### config.mk
export PLATFORM = sky130hd
export DESIGN_NAME = slot_irq_regs
export DESIGN_NICKNAME = d
export VERILOG_FILES = /design/src/rtl/slot_regs_pkg.sv /design/src/rtl/slot_reg_decode.sv /design/src/rtl/slot_status_latch.sv /design/src/rtl/slot_read_mux.sv /design/src/rtl/slot_irq_regs.sv
export SDC_FILE = /design/constraint.sdc
export NUM_CORES = 1
export LEC_CHECK = 0
export ABC_AREA = 1
export BUFFER_PORTS_ARGS = -buffer_cell sky130_fd_sc_hd__buf_2
export CAP_MARGIN = 20
export CORE_ASPECT_RATIO = 0.75
export CORE_MARGIN = 2
export CORE_UTILIZATION = 25
export CTS_BUF_LIST = sky130_fd_sc_hd__clkbuf_8
export DETAILED_ROUTE_END_ITERATION = 7
export PLACE_DENSITY = 0.77
export SLEW_MARGIN = 20
export SYNTH_ARGS = -nofsm -noshare
export SYNTH_HDL_FRONTEND = slang
export SYNTH_SLANG_ARGS = --single-unit
export TNS_END_PERCENT = 1
### constraint.sdc
create_clock -name clk -period 0.8 [get_ports clk]
set_clock_uncertainty 0.1 [all_clocks]
set_input_delay 0.2 -clock clk [delete_from_list [all_inputs] [get_ports clk]]
set_output_delay 0.2 -clock clk [all_outputs]
set_load 0.03 [all_outputs]
### src/rtl/slot_regs_pkg.sv
package slot_regs_pkg;

  // constant words presented by the window
  localparam logic [31:0] ID_VALUE     = 32'h4103_4003;
  localparam logic [31:0] DECODE_VALUE = 32'h0000_0011;

  // word addresses
  localparam int unsigned WORD_ID    = 0;
  localparam int unsigned WORD_RSVD  = 1;
  localparam int unsigned WORD_SLOT  = 2;
  localparam int unsigned WORD_DEC   = 3;
  localparam int unsigned WORD_COUNT = 4;

  // bit positions inside the slot status word
  localparam int unsigned BIT_WPROT  = 0;
  localparam int unsigned BIT_INSERT = 3;

  typedef struct packed {
    logic id;
    logic rsvd;
    logic slot;
    logic dec;
  } word_hit_t;

endpackage

### src/rtl/slot_reg_decode.sv
module slot_reg_decode
  import slot_regs_pkg::*;
#(
  parameter int ADDR_W = 4
) (
  input  logic [ADDR_W-1:0] addr,
  input  logic              wr,
  input  logic              rd,
  output word_hit_t         rd_hit,
  output logic              slot_wr
);

  localparam logic [ADDR_W-1:0] A_ID   = ADDR_W'(WORD_ID);
  localparam logic [ADDR_W-1:0] A_RSVD = ADDR_W'(WORD_RSVD);
  localparam logic [ADDR_W-1:0] A_SLOT = ADDR_W'(WORD_SLOT);
  localparam logic [ADDR_W-1:0] A_DEC  = ADDR_W'(WORD_DEC);

  always_comb begin
    rd_hit      = '0;
    rd_hit.id   = rd && (addr == A_ID);
    rd_hit.rsvd = rd && (addr == A_RSVD);
    rd_hit.slot = rd && (addr == A_SLOT);
    rd_hit.dec  = rd && (addr == A_DEC);
  end

  // only the slot status word accepts writes; the others drop them
  assign slot_wr = wr && (addr == A_SLOT);

endmodule

### src/rtl/slot_status_latch.sv
module slot_status_latch
  import slot_regs_pkg::*;
#(
  parameter int DATA_W = 32
) (
  input  logic              clk,
  input  logic              rst,
  input  logic              wprot_in,
  input  logic              cdet_in,
  input  logic              slot_wr,
  input  logic [DATA_W-1:0] wdata,
  output logic              wprot_q,
  output logic              insert_q
);

  localparam logic [DATA_W-1:0] INSERT_MASK = DATA_W'(1) << BIT_INSERT;

  logic ack;

  assign ack = slot_wr && ((wdata & INSERT_MASK) != '0);

  always_ff @(posedge clk) begin
    if (rst) begin
      wprot_q  <= 1'b0;
      insert_q <= 1'b0;
    end else begin
      wprot_q <= wprot_in;
      // detect wins over acknowledge on the same edge
      if (cdet_in)
        insert_q <= 1'b1;
      else if (ack)
        insert_q <= 1'b0;
    end
  end

endmodule

### src/rtl/slot_read_mux.sv
module slot_read_mux
  import slot_regs_pkg::*;
#(
  parameter int DATA_W = 32
) (
  input  logic              clk,
  input  logic              rst,
  input  logic              rd,
  input  word_hit_t         hit,
  input  logic              wprot_q,
  input  logic              insert_q,
  output logic [DATA_W-1:0] rdata
);

  logic [DATA_W-1:0] rdata_d;
  logic [DATA_W-1:0] slot_word;

  always_comb begin
    slot_word             = '0;
    slot_word[BIT_WPROT]  = wprot_q;
    slot_word[BIT_INSERT] = insert_q;
  end

  always_comb begin
    rdata_d = '0;
    if (hit.id)   rdata_d = DATA_W'(ID_VALUE);
    if (hit.rsvd) rdata_d = '0;
    if (hit.slot) rdata_d = slot_word;
    if (hit.dec)  rdata_d = DATA_W'(DECODE_VALUE);
  end

  always_ff @(posedge clk) begin
    if (rst)
      rdata <= '0;
    else if (rd)
      rdata <= rdata_d;
  end

endmodule

### src/rtl/slot_irq_regs.sv
module slot_irq_regs
  import slot_regs_pkg::*;
#(
  parameter int ADDR_W = 4,
  parameter int DATA_W = 32
) (
  input  logic              clk,
  input  logic              rst,
  input  logic              bus_wr,
  input  logic              bus_rd,
  input  logic [ADDR_W-1:0] bus_addr,
  input  logic [DATA_W-1:0] bus_wdata,
  output logic [DATA_W-1:0] bus_rdata,
  input  logic              wprot_in,
  input  logic              cdet_in,
  output logic              card_irq
);

  word_hit_t rd_hit;
  logic      slot_wr;
  logic      wprot_q;
  logic      insert_q;

  slot_reg_decode #(.ADDR_W(ADDR_W)) dec_i (
    .addr    (bus_addr),
    .wr      (bus_wr),
    .rd      (bus_rd),
    .rd_hit  (rd_hit),
    .slot_wr (slot_wr)
  );

  slot_status_latch #(.DATA_W(DATA_W)) lat_i (
    .clk      (clk),
    .rst      (rst),
    .wprot_in (wprot_in),
    .cdet_in  (cdet_in),
    .slot_wr  (slot_wr),
    .wdata    (bus_wdata),
    .wprot_q  (wprot_q),
    .insert_q (insert_q)
  );

  slot_read_mux #(.DATA_W(DATA_W)) mux_i (
    .clk      (clk),
    .rst      (rst),
    .rd       (bus_rd),
    .hit      (rd_hit),
    .wprot_q  (wprot_q),
    .insert_q (insert_q),
    .rdata    (bus_rdata)
  );

  // the interrupt is the insertion flop itself, so it is registered
  assign card_irq = insert_q;

endmodule

==> flow_summary.ini, run 1 <==
[place]
portBuffers = 20
dpl.hpwl_um = 623
place_area_um2 = 482
routabilityCongestion = 0.728

[worst_setup_path]
crit_cells = 1
r2r_cells = 2
crit_buf_inv = 1
reg2reg_to = mux_i.rdata[3]
arrival_ns = 0.75
r2r-start = lat_i.insert_q
r2r_slack_ns = 0.05
crit_chain = buf_4
worstPathMaxFanout = 7
path_class = reg -> out
max_stage_delay_ns = 0.36
critical_path.slowest_cell = dfxtp_4
endpoint_kind = output port
critPathRequiredTime_ns = 0.50
critPathTopFamily = flip-flops
cp-start-kind = flop

[finish]
fillers = 204
final_core_util_pct = 32.8
synthToLayoutAreaGrowth_pct = 20.7
layout-drive-gt1-share_pct = 35.3
antenna_cells = 0
design_area_um2 = 576
final_nets = 128

[clocking]
clk_path_buf_depth = 2
root_buffer = clkbuf_8
path_clk_slew_ns = 0.04
clock_latency_ns = 0.22
cts_tree = yes
htreeDepth = 1
clkSinkCount = 6
cts_buffers = 3

[yosys]
yosys_warnings = 0
synth_top_cell_by_area = buf_4
ys_async_sr_fraction_pct = 0
synthCells = 67
yosys-top-cells-count = buf_4, inv_1, nand2_1
avgSynthCellArea_um2 = 7.12
synth_edf_count = 0
syn-cell-area_um2 = 477
yosysUniqueCellTypes = 12
synth.most_common_cell = buf_4
netlist.area_leader.share_pct = 44.1
synth-seq-area-share_pct = 25.2
synthFlopType = dfxtp_1
synth_top_cells_by_area = buf_4, dfxtp_1, inv_1
synth-seq-cells = 6

[sta]
max_freq_ghz = 0.956
fin_crit_sh_pct = 131
finalSetupViolations = 10
min_period_ns = 1.05
final_hold_viol_count = 0
rsz0062_at_grt = yes
finalWorstSetupSlack_ns = -0.247
whs_ns = 0.0905
slew_violations = 0

[power]
pwr_density_cell_nw_per_um2 = 1840
ir_drop_v = 0.000484
leakage_nw = 0.322

[worst_hold_path]
whs_endpoint = lat_i.wprot_q
hold_start = wprot_in
hp-class = in -> reg
min_path_cells = 3

[detailed_routing]
routed_wl_um = 804
viasPerCell = 3.50
dr.pass1.iters = 3
num_vias = 375
drtIter0Drc = 4
post_drt_wl_per_cell_um = 7.51
ant_nets = 0
drcViolationCount = 0

[die]
initial_core_util_pct = 27.1
io_pins = 75
dieArea_um2 = 2280
coreArea_um2 = 1760
die_y_um = 41.8
rows = 13
die_w_um = 54.4

[status]
outcome = complete, but fails checks
violations = setup timing

[run]
maxCapViolCount = 0

[grt]
grt_max_degree = 9
grt_usage_pct = 7.13
grt_pass1_vias = 314
grt_pass1_wl_um = 1140
overflow = 0
antenna_found_initial = 0
worst max path at each step:
stage,to,slack (ns),startpoint
after floorplan,bus_rdata[14],-0.08,mux_i.rdata[24]
after global placement,mux_i.rdata[0],-0.16,bus_addr[3]
after detailed placement,mux_i.rdata[0],-0.18,bus_addr[3]
after CTS,bus_rdata[16],-0.26,mux_i.rdata[24]
after global routing,bus_rdata[16],-0.28,mux_i.rdata[24]
final,bus_rdata[24],-0.25,mux_i.rdata[24]
cell usage in the layout (no fill, tap or decap), drive strengths merged:
cell type and instances:
nand3 3, clkbuf 3, buf 20, dfxtp 6
o21ai 2, inv 8, a21oi 4, nand2 7
nand3b 1, nand4 1, nor2 7, conb 23
logic make-up (layout without fill, tap and decap cells):
| kind of cell | count (synthesis) | in the layout | share of synthesized area [%] |
|---|---|---|---|
| buf+inv | 35 | 31 | 49.6 |
| other cells | 1 | 23 | 0.787 |
| flops | 6 | 6 | 25.2 |
| compound gates | 6 | 6 | 6.30 |
| simple gates | 19 | 19 | 18.1 |
timing repair:
action,CTS,global route
resized for setup,17,2
cloned,0,0
endpoints found under the setup margin,10,12
hold buffers,0,0
buffers inserted,0,0
per-stage QoR:
| stage | TNS (ns) | power [mW] | worst slack [ns] | cells |
|---|---|---|---|---|
| after detailed placement | -0.960 | 0.578 | -0.183 | 103 |
| after CTS | -2.27 | 1.07 | -0.257 | 107 |
| after global placement | -0.797 | 0.575 | -0.159 | 103 |
| final | -2.19 | 1.06 | -0.247 | 107 |
| after floorplan | -0.536 | 0.620 | -0.0768 | 89 |
| after global routing | -2.48 | 1.12 | -0.283 | 107 |
report_power, final:
group	internal [mW]	switching [mW]	leakage [nW]	total (mW)
Clock	0.330	0.134	0.0269	0.463
Combinational	0.0577	0.217	0.243	0.275
Sequential	0.313	0.00940	0.0516	0.323
routing by layer:
layer  global-route usage [%]  up-vias  share of wire (%)
met5                        0        -                  0
li1                         -      191                  -
met2                     12.3       28                 52
met3                     3.24        0                 11
met4                     6.00        0                  0
met1                     5.87      156                 36
final cells by class:
type | count | area, µm² | area share (%)
timing repair buffer | 20 | 140 | 24.3
multi-input combinational | 48 | 208 | 36.1
tap | 22 | 27.5 | 4.78
inverter | 7 | 26.3 | 4.57
clock buffer | 3 | 41.3 | 7.17
clock inverter | 1 | 3.75 | 0.652
sequential | 6 | 129 | 22.4
flip-flops by register name, indices dropped and copies added, names as in the netlist:
register	count
lat_i.insert_q	1
lat_i.wprot_q	1
mux_i.rdata	4
Note: power is estimated with default switching activity, not from simulation.
==> inputs of run 2 (changes only) <==
- PLACE_DENSITY: 0.77 -> 0.74
- clock period: 0.8 -> 1.03 ns (I/O delays scaled with it)
==> run 2 against run 1 <==
  * The run still ends with setup timing left
  * Sequential cell count stayed put
  * Largest cell class unchanged
  * Routed wire length down 4.4%
  * Register-to-register slack gained 0.11 ns
  * Utilization rose by 1.2 points
  * Sequential power down 22%
  * First-iteration DRC count is 50% higher
  * Highest routed layer unchanged
  * Critical endpoint is now bus_rdata[17]
==> flow_summary.ini, run 2 (synthesis gave the netlist of run 1 again) <==
[worst_setup_path]
max_stage_delay_ns = 0.39
worstPathMaxFanout = 7
r2r-start = mux_i.rdata[24]
reg2reg_to = mux_i.rdata[24]
crit_path_start = mux_i.rdata[24]
endpoint_kind = output port
critical_path.slowest_cell = dfxtp_4
critPathTopFamily = flip-flops
arrival_ns = 0.76
critPathRequiredTime_ns = 0.67
r2r_slack_ns = 0.16
crit_end = bus_rdata[17]
crit_cells = 1
cp-start-kind = flop
path_class = reg -> out
r2r_cells = 3
crit_buf_inv = 1
crit_chain = buf_6

[detailed_routing]
drtIter0Drc = 6
viasPerCell = 3.46
routed_wl_um = 769
num_vias = 370
drcViolationCount = 0
dr.pass1.iters = 3
post_drt_wl_per_cell_um = 7.19
ant_nets = 0

[status]
violations = setup timing
outcome = complete, but fails checks

[finish]
fillers = 196
largestRegisters = mux_i.rdata x4, lat_i.insert_q x1, lat_i.wprot_q x1
antenna_cells = 0
fin_cells = 107
top_register = mux_i.rdata
final_nets = 129
layout-drive-gt1-share_pct = 36.5
mostFrequentLayoutCells = conb_1, buf_2, buf_6
synthToLayoutAreaGrowth_pct = 25.2
layout_commonest_cell = conb_1
largest_reg_flops = 4

[grt]
grt_pass1_wl_um = 1100
grt_usage_pct = 6.99
grt_pass1_vias = 294
grt_max_degree = 9
overflow = 0
antenna_found_initial = 0

[sta]
max_freq_ghz = 0.896
final_hold_viol_count = 0
finalSetupViolations = 8
fin_crit_sh_pct = 108
finalWorstSetupSlack_ns = -0.0858
min_period_ns = 1.12
slew_violations = 0
rsz0062_at_grt = yes

[clocking]
htreeDepth = 1
root_buffer = clkbuf_8
path_clk_slew_ns = 0.04
hold_buffers = 0
clkSinkCount = 6
cts_buffers = 3
cts_tree = yes
clock_latency_ns = 0.22
clk_path_buf_depth = 2

[die]
rows = 13
coreArea_um2 = 1760
io_pins = 75
die_y_um = 41.8
initial_core_util_pct = 27.1
dieArea_um2 = 2280
die_w_um = 54.4

[power]
finalPower_mw = 0.809
leakage_nw = 0.325
ir_drop_v = 0.000731
pwr_density_cell_nw_per_um2 = 1360

[place]
dpl.hpwl_um = 641
portBuffers = 20
routabilityCongestion = 0.686
dp_cells = 103

[run]
maxCapViolCount = 0

[worst_hold_path]
hp-class = in -> reg
## run 2: cell types whose count changed in the layout (fill, tap and decap cells not counted)
cell	change
buf_6	+6
buf_4	-5
inv_1	-1
nor2_2	+1
nor2_4	-1
o21ai_0	+1
o21ai_1	-1
## run 2: power breakdown
group          internal, mW  switching, mW
registers             0.243        0.00780
logic                0.0463          0.166
clock network         0.251         0.0953
## run 2: timing repair
item / CTS / global route
buffers inserted: 0 / 1
endpoints found under the setup margin: 10 / 10
resized for setup: 25 / 0
## run 2: layout make-up
| class | count | area, µm² | area share (%) |
|---|---|---|---|
| clock buffers | 3 | 41.3 | 6.92 |
| inverters | 7 | 26.3 | 4.40 |
| multi-input cells | 48 | 203 | 34.0 |
| flip-flops and latches | 6 | 129 | 21.6 |
| well taps | 22 | 27.5 | 4.61 |
| repair buffers | 21 | 170 | 28.5 |
## run 2: metrics by stage
stage	hold WS [ns]	cell area, µm²	utilization (%)	setup slack (ns)	TNS, ns
finish	0.140	597	34.0	-0.0858	-0.523
global route	0.145	597	34.0	-0.114	-0.781
CTS	0.137	589	33.5	-0.0905	-0.585
detailed placement	0.359	478	27.2	-0.0217	-0.0217
global placement	0.355	478	27.2	0.00952	0
floorplan	0.219	561	-	0.0288	0
## run 2: how the worst min path moves through the flow
| stage | endpoint | start | slack, ns | cells after the start |
|---|---|---|---|---|
| 3_5_place_dp | mux_i.rdata[3] | mux_i.rdata[3] | 0.36 | 2 |
| 3_3_place_gp | mux_i.rdata[3] | mux_i.rdata[3] | 0.35 | 2 |
| 5_1_grt | lat_i.wprot_q | wprot_in | 0.14 | 3 |
| 6_report | lat_i.wprot_q | wprot_in | 0.14 | 3 |
| 4_1_cts | lat_i.wprot_q | wprot_in | 0.14 | 3 |
| 2_1_floorplan | mux_i.rdata[24] | rst | 0.22 | 1 |
## run 2: per-layer routing
metal / track usage (%) / part of all wire [%] / routed length (µm)
met1: 5.66 / 38 / 290
met2: 11.8 / 50 / 384
met3: 6.83 / 12 / 94
met4: 1.50 / 0 / 0
met5: 0 / 0 / 0
==> inputs of run 3 (changes only) <==
- ABC_CLOCK_PERIOD_IN_PS: unset -> 1030
- CTS_BUF_LIST: sky130_fd_sc_hd__clkbuf_8 -> unset
==> run 3 against run 2 <==
  * The run still ends with setup timing left
  * Sequential share of layout area up 0.99 points
  * Setup slack lost 0.020 ns
  * Cell count is 0.93% lower
  * Critical path depth did not move
  * Utilization down 1.5 points
  * Register-to-register slack better by 0.12 ns
  * Combinational power barely moved
  * Hold slack got worse by 0.023 ns
  * Clock power is 39% lower
  * Cell area shrank 4.4%
  * Routed wire length fell by 5.7%
  * Critical endpoint unchanged
  * Largest power group is now registers
==> flow_summary.ini, run 3 (synthesis gave the netlist of run 1 again) <==
[status]
violations = setup timing
outcome = complete, but fails checks

[finish]
layout-drive-gt1-share_pct = 35.7
fillers = 200
layout_commonest_cell = conb_1
fin_cells = 106
top_register = mux_i.rdata
mostFrequentLayoutCells = conb_1, buf_2, buf_6
final_nets = 128
synthToLayoutAreaGrowth_pct = 19.7
largestRegisters = mux_i.rdata x4, lat_i.insert_q x1, lat_i.wprot_q x1
antenna_cells = 0
largest_reg_flops = 4

[detailed_routing]
dr_wl_met3_um = 104
dr_wl_met2_um = 357
routed_wl_um = 725
ant_nets = 0
drcViolationCount = 0
wl_met1_um = 262
post_drt_wl_per_cell_um = 6.84
num_vias = 368
dr.pass1.iters = 3
highest_layer = met3
viasPerCell = 3.47
drtIter0Drc = 2

[power]
power_frac_seq_pct = 37.3
ir_drop_v = 0.000534
pwr_density_cell_nw_per_um2 = 1180
p_clk_share_pct = 31.3
combPwrFrac_pct = 31.4
p_sw_mw = 0.252
intPower_mw = 0.420
leakage_nw = 0.312
switching_share_pct = 37.5

[sta]
setup_tns_ns = -0.730
rsz0062_at_grt = yes
min_period_ns = 1.14
fin_crit_sh_pct = 110
slew_violations = 0
final_hold_viol_count = 0
max_freq_ghz = 0.880
finalWorstSetupSlack_ns = -0.106
finalSetupViolations = 10

[grt]
grt_max_degree = 9
grt_usage_pct = 6.84
grt_pass1_wl_um = 1080
grt_pass1_vias = 290
antenna_found_initial = 0
overflow = 0

[place]
routabilityCongestion = 0.686
portBuffers = 20
dp_cells = 103
dpl.hpwl_um = 641
pre_cts_slack_ns = -0.0217

[clocking]
clock_latency_ns = 0.24
cts_setup_buffers = 0
cts_resized = 25
path_clk_slew_ns = 0.04
hold_buffers = 0
root_buffer = clkbuf_4
cts_tree = yes
cts_buffers = 3
clkSinkCount = 6
htreeDepth = 1
clk_path_buf_depth = 2

[worst_setup_path]
critPathRequiredTime_ns = 0.67
arrival_ns = 0.78
cp-start-kind = flop
worstPathMaxFanout = 7
max_stage_delay_ns = 0.39
crit_buf_inv = 1
critical_path.slowest_cell = dfxtp_4
path_class = reg -> out
endpoint_kind = output port
critPathTopFamily = flip-flops
crit_chain = buf_6

[die]
die_y_um = 41.8
coreArea_um2 = 1760
io_pins = 75
dieArea_um2 = 2280
initial_core_util_pct = 27.1
die_w_um = 54.4
rows = 13

[worst_hold_path]
hp-class = in -> reg

[run]
maxCapViolCount = 0
[run 3: cell type report]
class	instances	area (µm²)	area share, %
multi-input cells	48	203	35.5
repair buffers	20	163	28.5
flip-flops and latches	6	129	22.6
well taps	22	27.5	4.82
inverters	7	26.3	4.61
clock buffers	3	22.5	3.95
[run 3: path summary, 6_finish.rpt]
path / slack (ns) / cells past startpoint / endpoint / start
worst max-delay path: -0.11 / 1 / bus_rdata[17] / mux_i.rdata[24]
worst min-delay path: 0.12 / 3 / lat_i.wprot_q / wprot_in
worst max register to register: 0.28 / 2 / mux_i.rdata[24] / mux_i.rdata[24]
worst min register to register: 0.37 / 2 / mux_i.rdata[3] / mux_i.rdata[3]
[run 3: stage by stage]
step | hold WS [ns] | utilization (%) | area (µm²) | power (mW)
floorplan | 0.219 | - | 561 | 0.481
global route | 0.110 | 32.5 | 571 | 0.725
global placement | 0.355 | 27.2 | 478 | 0.449
finish | 0.117 | 32.5 | 571 | 0.672
CTS | 0.109 | 32.5 | 571 | 0.685
detailed placement | 0.359 | 27.2 | 478 | 0.451
[run 3: per-layer routing]
| metal | global-route usage [%] | vias to the layer above |
|---|---|---|
| met1 | 5.66 | 154 |
| met2 | 11.3 | 24 |
| met5 | 0 | - |
| met3 | 6.83 | 0 |
| met4 | 1.50 | 0 |
| li1 | - | 190 |
[run 3: power by group through the flow]
stage,clock [mW],combinational [mW],sequential [mW]
2_1_floorplan,0,0.213,0.269
3_3_place_gp,0,0.196,0.253
3_5_place_dp,0,0.198,0.253
4_1_cts,0.224,0.210,0.251
5_1_grt,0.246,0.228,0.251
6_report,0.210,0.211,0.251
